--- config.mk ---
export PLATFORM = sky130hd
export DESIGN_NAME = uart_rx_irq_ctrl
export DESIGN_NICKNAME = d
export VERILOG_FILES = /design/src/rtl/uirq_pkg.sv /design/src/rtl/uirq_idle_timer.sv /design/src/rtl/uirq_dma_burst.sv /design/src/rtl/uirq_prio.sv /design/src/rtl/uart_rx_irq_ctrl.sv
export SDC_FILE = /design/constraint.sdc
export NUM_CORES = 1
export LEC_CHECK = 0
export BUFFER_PORTS_ARGS = -buffer_cell sky130_fd_sc_hd__buf_2
export CORE_ASPECT_RATIO = 1.25
export CORE_MARGIN = 8
export CORE_UTILIZATION = 58
export DETAILED_ROUTE_END_ITERATION = 8
export PLACE_DENSITY = 0.93
export SLEW_MARGIN = 20
export SYNTH_ARGS = -nofsm -noshare
export SYNTH_HDL_FRONTEND = slang
export SYNTH_SLANG_ARGS = --single-unit
--- constraint.sdc ---
create_clock -name clk -period 5.8 [get_ports clk]
set_clock_uncertainty 0.05 [all_clocks]
set_input_delay 0.58 -clock clk [delete_from_list [all_inputs] [get_ports clk]]
set_output_delay 0.58 -clock clk [all_outputs]
set_load 0.02 [all_outputs]
--- src/rtl/uirq_pkg.sv ---
package uirq_pkg;

    // register addresses
    localparam logic [1:0] A_ENABLE = 2'd0;
    localparam logic [1:0] A_IDENT  = 2'd1;   // read: identification, write: FIFO control
    localparam logic [1:0] A_LSTAT  = 2'd2;
    localparam logic [1:0] A_MSTAT  = 2'd3;

    // enable bit positions
    localparam int EN_RXD  = 0;
    localparam int EN_TXL  = 1;
    localparam int EN_LINE = 2;
    localparam int EN_MOD  = 3;
    localparam int EN_TMO  = 4;
    localparam int EN_EORD = 5;

    // FIFO control bit positions
    localparam int FC_RXCLR = 1;
    localparam int FC_DMA   = 3;

    typedef enum logic [2:0] {
        SRC_MODEM = 3'd0,
        SRC_TXLVL = 3'd1,
        SRC_RXDAT = 3'd2,
        SRC_LINE  = 3'd3,
        SRC_EORD  = 3'd4,
        SRC_TMO   = 3'd6
    } src_e;

    typedef struct packed {
        logic line;
        logic tmo;
        logic eord;
        logic rxd;
        logic txl;
        logic modem;
    } pend_t;

    typedef struct packed {
        logic ovr;
        logic par;
        logic frm;
        logic brk;
    } lerr_t;

    function automatic logic [7:0] ident_byte(input logic none, input src_e s);
        return {4'b0000, s, none};
    endfunction

    function automatic logic [7:0] lstat_byte(input logic ready, input lerr_t e);
        return {(e.par | e.frm | e.brk), 2'b00, e.brk, e.frm, e.par, e.ovr, ready};
    endfunction

endpackage

--- src/rtl/uirq_idle_timer.sv ---
module uirq_idle_timer
    import uirq_pkg::*;
#(
    parameter int FRAME_W    = 4,
    parameter int TMO_CHARS  = 3,
    parameter int EORD_CHARS = 4
) (
    input  logic               clk,
    input  logic               rst,
    input  logic [FRAME_W-1:0] frame_bits,
    input  logic               baud_tick,
    input  logic               rx_push,
    input  logic               flush,
    input  logic               eord_clr,
    output logic               tmo_flag,
    output logic               eord_flag
);
    localparam int TW = FRAME_W + 4 + $clog2(EORD_CHARS + 1);

    logic [TW-1:0] idle_q, idle_nx, char_ticks, tmo_lim, eord_lim;
    logic          armed_q, tmo_q, eord_q, eord_hit;

    assign char_ticks = TW'({frame_bits, 4'b0000});
    assign tmo_lim    = TW'(char_ticks * TW'(TMO_CHARS));
    assign eord_lim   = TW'(char_ticks * TW'(EORD_CHARS));
    assign idle_nx    = idle_q + TW'(1);
    assign eord_hit   = !flush && !rx_push && armed_q && baud_tick && (idle_nx == eord_lim);

    always_ff @(posedge clk) begin
        if (rst) begin
            idle_q  <= '0;
            armed_q <= 1'b0;
            tmo_q   <= 1'b0;
        end else if (flush) begin
            idle_q  <= '0;
            armed_q <= 1'b0;
            tmo_q   <= 1'b0;
        end else if (rx_push) begin
            idle_q  <= '0;
            armed_q <= 1'b1;
            tmo_q   <= 1'b0;
        end else if (armed_q && baud_tick) begin
            if (idle_nx == tmo_lim) tmo_q <= 1'b1;
            if (eord_hit) begin
                idle_q  <= '0;
                armed_q <= 1'b0;
            end else begin
                idle_q  <= idle_nx;
            end
        end
    end

    always_ff @(posedge clk) begin
        if (rst)           eord_q <= 1'b0;
        else if (eord_hit) eord_q <= 1'b1;
        else if (eord_clr) eord_q <= 1'b0;
    end

    assign tmo_flag  = tmo_q;
    assign eord_flag = eord_q;


    eord_armed_chk: assert property (@(posedge clk) disable iff (rst)
        $rose(eord_q) |-> $past(armed_q));

    eord_clear_chk: assert property (@(posedge clk) disable iff (rst)
        $fell(eord_q) |-> $past(eord_clr));

    tmo_cancel_chk: assert property (@(posedge clk) disable iff (rst)
        (tmo_q && rx_push) |=> !tmo_q);
endmodule

--- src/rtl/uirq_dma_burst.sv ---
module uirq_dma_burst
    import uirq_pkg::*;
#(
    parameter int CNT_W = 6,
    parameter int BURST = 4
) (
    input  logic             clk,
    input  logic             rst,
    input  logic             dma_mode,
    input  logic [CNT_W-1:0] rx_count,
    input  logic             rx_pop,
    input  logic             flush,
    output logic             dma_req
);
    localparam int PW = $clog2(BURST) + 1;

    logic          act_q;
    logic [PW-1:0] pops_q;

    always_ff @(posedge clk) begin
        if (rst || flush) begin
            act_q  <= 1'b0;
            pops_q <= '0;
        end else if (act_q) begin
            if (rx_pop) begin
                if (pops_q == PW'(BURST - 1)) begin
                    act_q  <= 1'b0;
                    pops_q <= '0;
                end else begin
                    pops_q <= pops_q + PW'(1);
                end
            end
        end else if (dma_mode && (rx_count >= CNT_W'(BURST))) begin
            act_q <= 1'b1;
        end
    end

    assign dma_req = act_q & dma_mode;


    burst_start_chk: assert property (@(posedge clk) disable iff (rst)
        $rose(act_q) |-> $past(rx_count >= CNT_W'(BURST)));

    burst_len_chk: assert property (@(posedge clk) disable iff (rst)
        pops_q < PW'(BURST));
endmodule

--- src/rtl/uirq_prio.sv ---
module uirq_prio
    import uirq_pkg::*;
(
    input  pend_t      pend,
    output logic [7:0] ident
);
    always_comb begin
        if (pend.line)       ident = ident_byte(1'b0, SRC_LINE);
        else if (pend.tmo)   ident = ident_byte(1'b0, SRC_TMO);
        else if (pend.eord)  ident = ident_byte(1'b0, SRC_EORD);
        else if (pend.rxd)   ident = ident_byte(1'b0, SRC_RXDAT);
        else if (pend.txl)   ident = ident_byte(1'b0, SRC_TXLVL);
        else if (pend.modem) ident = ident_byte(1'b0, SRC_MODEM);
        else                 ident = ident_byte(1'b1, SRC_MODEM);
    end
endmodule

--- src/rtl/uart_rx_irq_ctrl.sv ---
module uart_rx_irq_ctrl
    import uirq_pkg::*;
#(
    parameter int CNT_W       = 6,
    parameter int FRAME_W     = 4,
    parameter int RX_TRIG     = 4,
    parameter int TX_TRIG_DMA = 4,
    parameter int TX_TRIG_PIO = 8,
    parameter int BURST       = 4
) (
    input  logic               clk,
    input  logic               rst,
    input  logic [CNT_W-1:0]   rx_count,
    input  logic               rx_push,
    input  logic               rx_pop,
    input  logic               err_overrun,
    input  logic               err_parity,
    input  logic               err_frame,
    input  logic               err_break,
    input  logic               modem_delta,
    input  logic [CNT_W-1:0]   tx_count,
    input  logic               baud_tick,
    input  logic [FRAME_W-1:0] frame_bits,
    input  logic               reg_wr,
    input  logic               reg_rd,
    input  logic [1:0]         reg_addr,
    input  logic [7:0]         reg_wdata,
    output logic [7:0]         reg_rdata,
    output logic               irq,
    output logic               dma_req,
    output logic               rx_clr
);
    logic [5:0] en_q;
    logic       dma_mode_q, modem_q;
    lerr_t      lerr_q;
    logic       wr_en, wr_fc, rd_ls, rd_ms, flush, eord_clr;
    logic       tmo_flag, eord_flag, residue;
    pend_t      pend;
    logic [7:0] ident;

    assign wr_en    = reg_wr && (reg_addr == A_ENABLE);
    assign wr_fc    = reg_wr && (reg_addr == A_IDENT);
    assign rd_ls    = reg_rd && (reg_addr == A_LSTAT);
    assign rd_ms    = reg_rd && (reg_addr == A_MSTAT);
    assign flush    = wr_fc && reg_wdata[FC_RXCLR];
    assign eord_clr = wr_en && reg_wdata[EN_EORD] && !en_q[EN_EORD];
    assign rx_clr   = flush;

    always_ff @(posedge clk) begin
        if (rst) begin
            en_q       <= '0;
            dma_mode_q <= 1'b0;
        end else begin
            if (wr_en) en_q       <= reg_wdata[5:0];
            if (wr_fc) dma_mode_q <= reg_wdata[FC_DMA];
        end
    end

    always_ff @(posedge clk) begin
        if (rst) begin
            lerr_q  <= '0;
            modem_q <= 1'b0;
        end else begin
            lerr_q.ovr <= err_overrun | (lerr_q.ovr & !rd_ls);
            lerr_q.par <= err_parity  | (lerr_q.par & !rd_ls);
            lerr_q.frm <= err_frame   | (lerr_q.frm & !rd_ls);
            lerr_q.brk <= err_break   | (lerr_q.brk & !rd_ls);
            modem_q    <= modem_delta | (modem_q & !rd_ms);
        end
    end

    uirq_idle_timer #(.FRAME_W(FRAME_W)) u_idle (
        .clk(clk), .rst(rst), .frame_bits(frame_bits), .baud_tick(baud_tick),
        .rx_push(rx_push), .flush(flush), .eord_clr(eord_clr),
        .tmo_flag(tmo_flag), .eord_flag(eord_flag)
    );

    uirq_dma_burst #(.CNT_W(CNT_W), .BURST(BURST)) u_burst (
        .clk(clk), .rst(rst), .dma_mode(dma_mode_q), .rx_count(rx_count),
        .rx_pop(rx_pop), .flush(flush), .dma_req(dma_req)
    );

    assign residue = (rx_count != '0) &&
                     (dma_mode_q ? (rx_count < CNT_W'(BURST)) : (rx_count <= CNT_W'(RX_TRIG)));

    always_comb begin
        pend.line  = en_q[EN_LINE] && (|lerr_q);
        pend.tmo   = en_q[EN_TMO]  && tmo_flag && residue;
        pend.eord  = en_q[EN_EORD] && eord_flag;
        pend.rxd   = en_q[EN_RXD]  && !dma_mode_q && (rx_count > CNT_W'(RX_TRIG));
        pend.txl   = en_q[EN_TXL]  &&
                     (tx_count <= (dma_mode_q ? CNT_W'(TX_TRIG_DMA) : CNT_W'(TX_TRIG_PIO)));
        pend.modem = en_q[EN_MOD]  && modem_q;
    end

    uirq_prio u_prio (.pend(pend), .ident(ident));

    assign irq = |pend;

    always_comb begin
        case (reg_addr)
            A_ENABLE: reg_rdata = {2'b00, en_q};
            A_IDENT:  reg_rdata = ident;
            A_LSTAT:  reg_rdata = lstat_byte(rx_count != '0, lerr_q);
            default:  reg_rdata = {7'b0, modem_q};
        endcase
    end


    irq_ident_chk: assert property (@(posedge clk) disable iff (rst)
        irq != ident[0]);

    no_code57_chk: assert property (@(posedge clk) disable iff (rst)
        !ident[0] |-> (ident[3:1] != 3'd5 && ident[3:1] != 3'd7));

    line_first_chk: assert property (@(posedge clk) disable iff (rst)
        pend.line |-> (ident[3:1] == 3'd3));

    lerr_clear_chk: assert property (@(posedge clk) disable iff (rst)
        $fell(|lerr_q) |-> $past(rd_ls));

    modem_clear_chk: assert property (@(posedge clk) disable iff (rst)
        $fell(modem_q) |-> $past(rd_ms));

    dma_no_rxd_chk: assert property (@(posedge clk) disable iff (rst)
        dma_mode_q |-> (ident[3:1] != 3'd2 || ident[0]));
endmodule

==> reports/results.ini <==
[worst_hold_path]
hold_class = reg -> reg
worstHoldPathCells = 2

[floorplanning]
die_w_um = 69.6
fp.dieArea_um2 = 5780
design.core.area_um2 = 3450
die_y_um = 83.0
ioPinCount = 49
start_util_pct = 60.4
num_rows = 24

[critical_path]
end_kind = output pin
path_class = in -> out
path_cells = buf_2 > nor3_1 > o2111a_1 > a21oi_1 > nor2b_1 > and4_1 > mux4_2 > buf_2
cp_slowest_cell = mux4_2
r2r_cells = 7
cp_common_cell = buf_2
max_stage_delay_ns = 0.45
setup.worst_path.start_class = primary input
arrival_ns = 2.34
required_ns = 5.17
cp_max_fo = 3

[clock_tree]
cts_buffer_depth = 2
numCtsBuffers = 5
post_cts_buffers = 0
cts_repair_resize_count = 0
cts-hold-fix-buffers = 0
clock_latency_ns = 0.28
cts_tree = yes
clock-sinks = 30
h-tree-depth = 2
clk_pin_slew_ns = 0.07
cts_root_buffer = clkbuf_8

[routing]
drt_iter0_drc = 117
drcViolationCount = 0
wl_mm = 5.05
vias = 2011
viasPerCell = 5.95
drt-pass1-iter-count = 5
final_antenna_net_count = 0
routedWlPerCell_um = 14.9

[timing]
rsz0062_at_grt = false
post-route-period-util_pct = 51.1
period_needed_ns = 2.97
finalHoldViolCount = 0
tns_ns = 0
slew_headroom_pct = 66.0
tightest_slew_ns = 0.510
fmax_ghz = 0.337
finalMaxSlewViolations = 0
setup_violations = 0

[place]
dpl.cell_count = 330
hpwl_mm = 3.81
gp_congestion = 0.880
port_buffers = 45

[synth]
syn_nets = 309
synth_fa_ha_area_share_pct = 6.36
ys_ff_latch = 30
synth-seq-area-share_pct = 28.8
ys_warn_count = 0
synth_area_leaders = dfxtp_1 29%, ha_1 5.4%, nor2_1 5.4%
synth_compound_area_share_pct = 18.8
syn_area_um2 = 2080
synth_xor_area_share_pct = 9.48
synth_edf_count = 0
syn_area_per_cell_um2 = 7.99
synthFlopType = dfxtp_1
synth_top_area_share_pct = 28.8
synthSimpleGateAreaFrac_pct = 25.9
synth_mux_area_share_pct = 4.92
synthCells = 261
ys_types = 58
synth_area_leader_cell = dfxtp_1
async_reset_ff_share_pct = 0
synth_top_family_by_area = simple AND/OR/NAND/NOR gates

[final_layout]
area_growth_pct = 14.3
fin_cells = 338
num-nets-final = 346
layout_common_cells = 45 x buf_2, 30 x nor2_1, 30 x dfxtp_1
final_layout_size_suffix_gt1_share_pct = 20.4
antennaDiodeCount = 0
finalCoreUtilization_pct = 69.0
final_common_cell = buf_2

[grt]
gr-total-overflow = 0
grt_max_degree = 17
grt_pass1_vias = 1892
grtUsageTotal_pct = 16.8
grt_pass1_wl_mm = 8.37
antenna_found_initial = 0

[power]
ir_drop_mv = 0.221
leakage_uw = 0.000997
p_per_area_nw_per_um2 = 198

[flow_run]
maxCapViolations = 0

[outcome]
status = finished, final reports clean

cell type report:
cell class,instances,area (µm²)
multi-input combinational,204,1370
fill,277,1070
sequential,30,601
timing repair buffer,46,233
clock buffer,7,86.3
tap,39,48.8
inverter,11,41.3
clock inverter,1,5.00
cells in the mapped netlist, types with 2 or more instances:
| cell | instances |
|---|---|
| a21oi_1 | 22 |
| a31oi_1 | 3 |
| and2_1 | 4 |
| and3_1 | 2 |
| and4_1 | 2 |
| buf_2 | 4 |
| buf_4 | 2 |
| clkbuf_1 | 8 |
| dfxtp_1 | 30 |
| ha_1 | 9 |
| inv_1 | 11 |
| mux2i_1 | 8 |
| nand2_1 | 20 |
| nand2b_1 | 2 |
| nand3_1 | 5 |
| nand3b_1 | 2 |
| nand4_1 | 4 |
| nor2_1 | 30 |
| nor2b_1 | 4 |
| nor3_1 | 10 |
| nor3b_1 | 2 |
| nor4_1 | 2 |
| o211ai_1 | 2 |
| o21ai_0 | 9 |
| o21ba_2 | 2 |
| o21bai_1 | 2 |
| o22ai_1 | 3 |
| o31a_1 | 2 |
| o31ai_1 | 3 |
| or3_1 | 5 |
| or4_1 | 2 |
| xnor2_1 | 12 |
| xor2_1 | 8 |
cells by family (layout without fill, tap and decap cells):
| family | count (synthesis) | count (layout) |
|---|---|---|
| flip-flops | 30 | 30 |
| buffers and inverters | 27 | 65 |
| AND/OR/NAND/NOR | 103 | 103 |
| other | 1 | 1 |
| XOR/XNOR | 21 | 21 |
| multiplexers | 9 | 9 |
| AO/OA/AOI/OAI | 60 | 60 |
| adder cells (fa/ha/maj) | 10 | 10 |
metrics by stage:
step           setup WS [ns]  area (µm²)  hold WS, ns  power (µW)
6_report                2.83        2380        0.425         472
5_1_grt                 2.74        2380        0.450         494
4_1_cts                 2.84        2380        0.424         477
3_5_place_dp            2.83        2290        0.419         300
3_3_place_gp            2.90        2290        0.385         298
2_1_floorplan           3.19        2080        0.376         272
state kept, by name, indices dropped and copies added, names as in the netlist:
register and flops:
lerr_q 4, u_idle.tmo_flag 1, u_idle.armed_q 1, u_idle.idle_q 11, dma_mode_q 1, u_burst.act_q 1
modem_q 1, u_idle.eord_flag 1, u_burst.pops_q 3, en_q 6
where the power goes:
| group | internal (µW) | switching (µW) | total (µW) |
|---|---|---|---|
| Clock | 95.6 | 79.3 | 175 |
| Sequential | 211 | 5.26 | 217 |
| Combinational | 35.5 | 45.0 | 80.5 |
metal layers:
| layer | track usage, % | routed length [µm] | vias up |
|---|---|---|---|
| li1 | - | - | 1005 |
| met1 | 17.7 | 1970 | 927 |
| met2 | 29.8 | 2570 | 69 |
| met3 | 6.55 | 442 | 10 |
| met4 | 5.49 | 65 | 0 |
| met5 | 0 | 0 | - |
worst paths after layout:
check | from | end | slack (ns)
hold reg to reg | u_idle.tmo_flag | u_idle.tmo_flag | 0.43
hold / removal | u_idle.tmo_flag | u_idle.tmo_flag | 0.43
setup / recovery | rx_count[3] | reg_rdata[0] | 2.83
setup reg to reg | u_idle.idle_q[0] | u_idle.idle_q[0] | 3.24
critical path, delay by kind of cell:
| kind | cells | cell delay, ns |
|---|---|---|
| AND/OR/NAND/NOR | 3 | 0.70 |
| multiplexers | 1 | 0.45 |
| AO/OA/AOI/OAI | 2 | 0.34 |
| buffers and inverters | 2 | 0.27 |
Power figures use the tool's default switching activity.
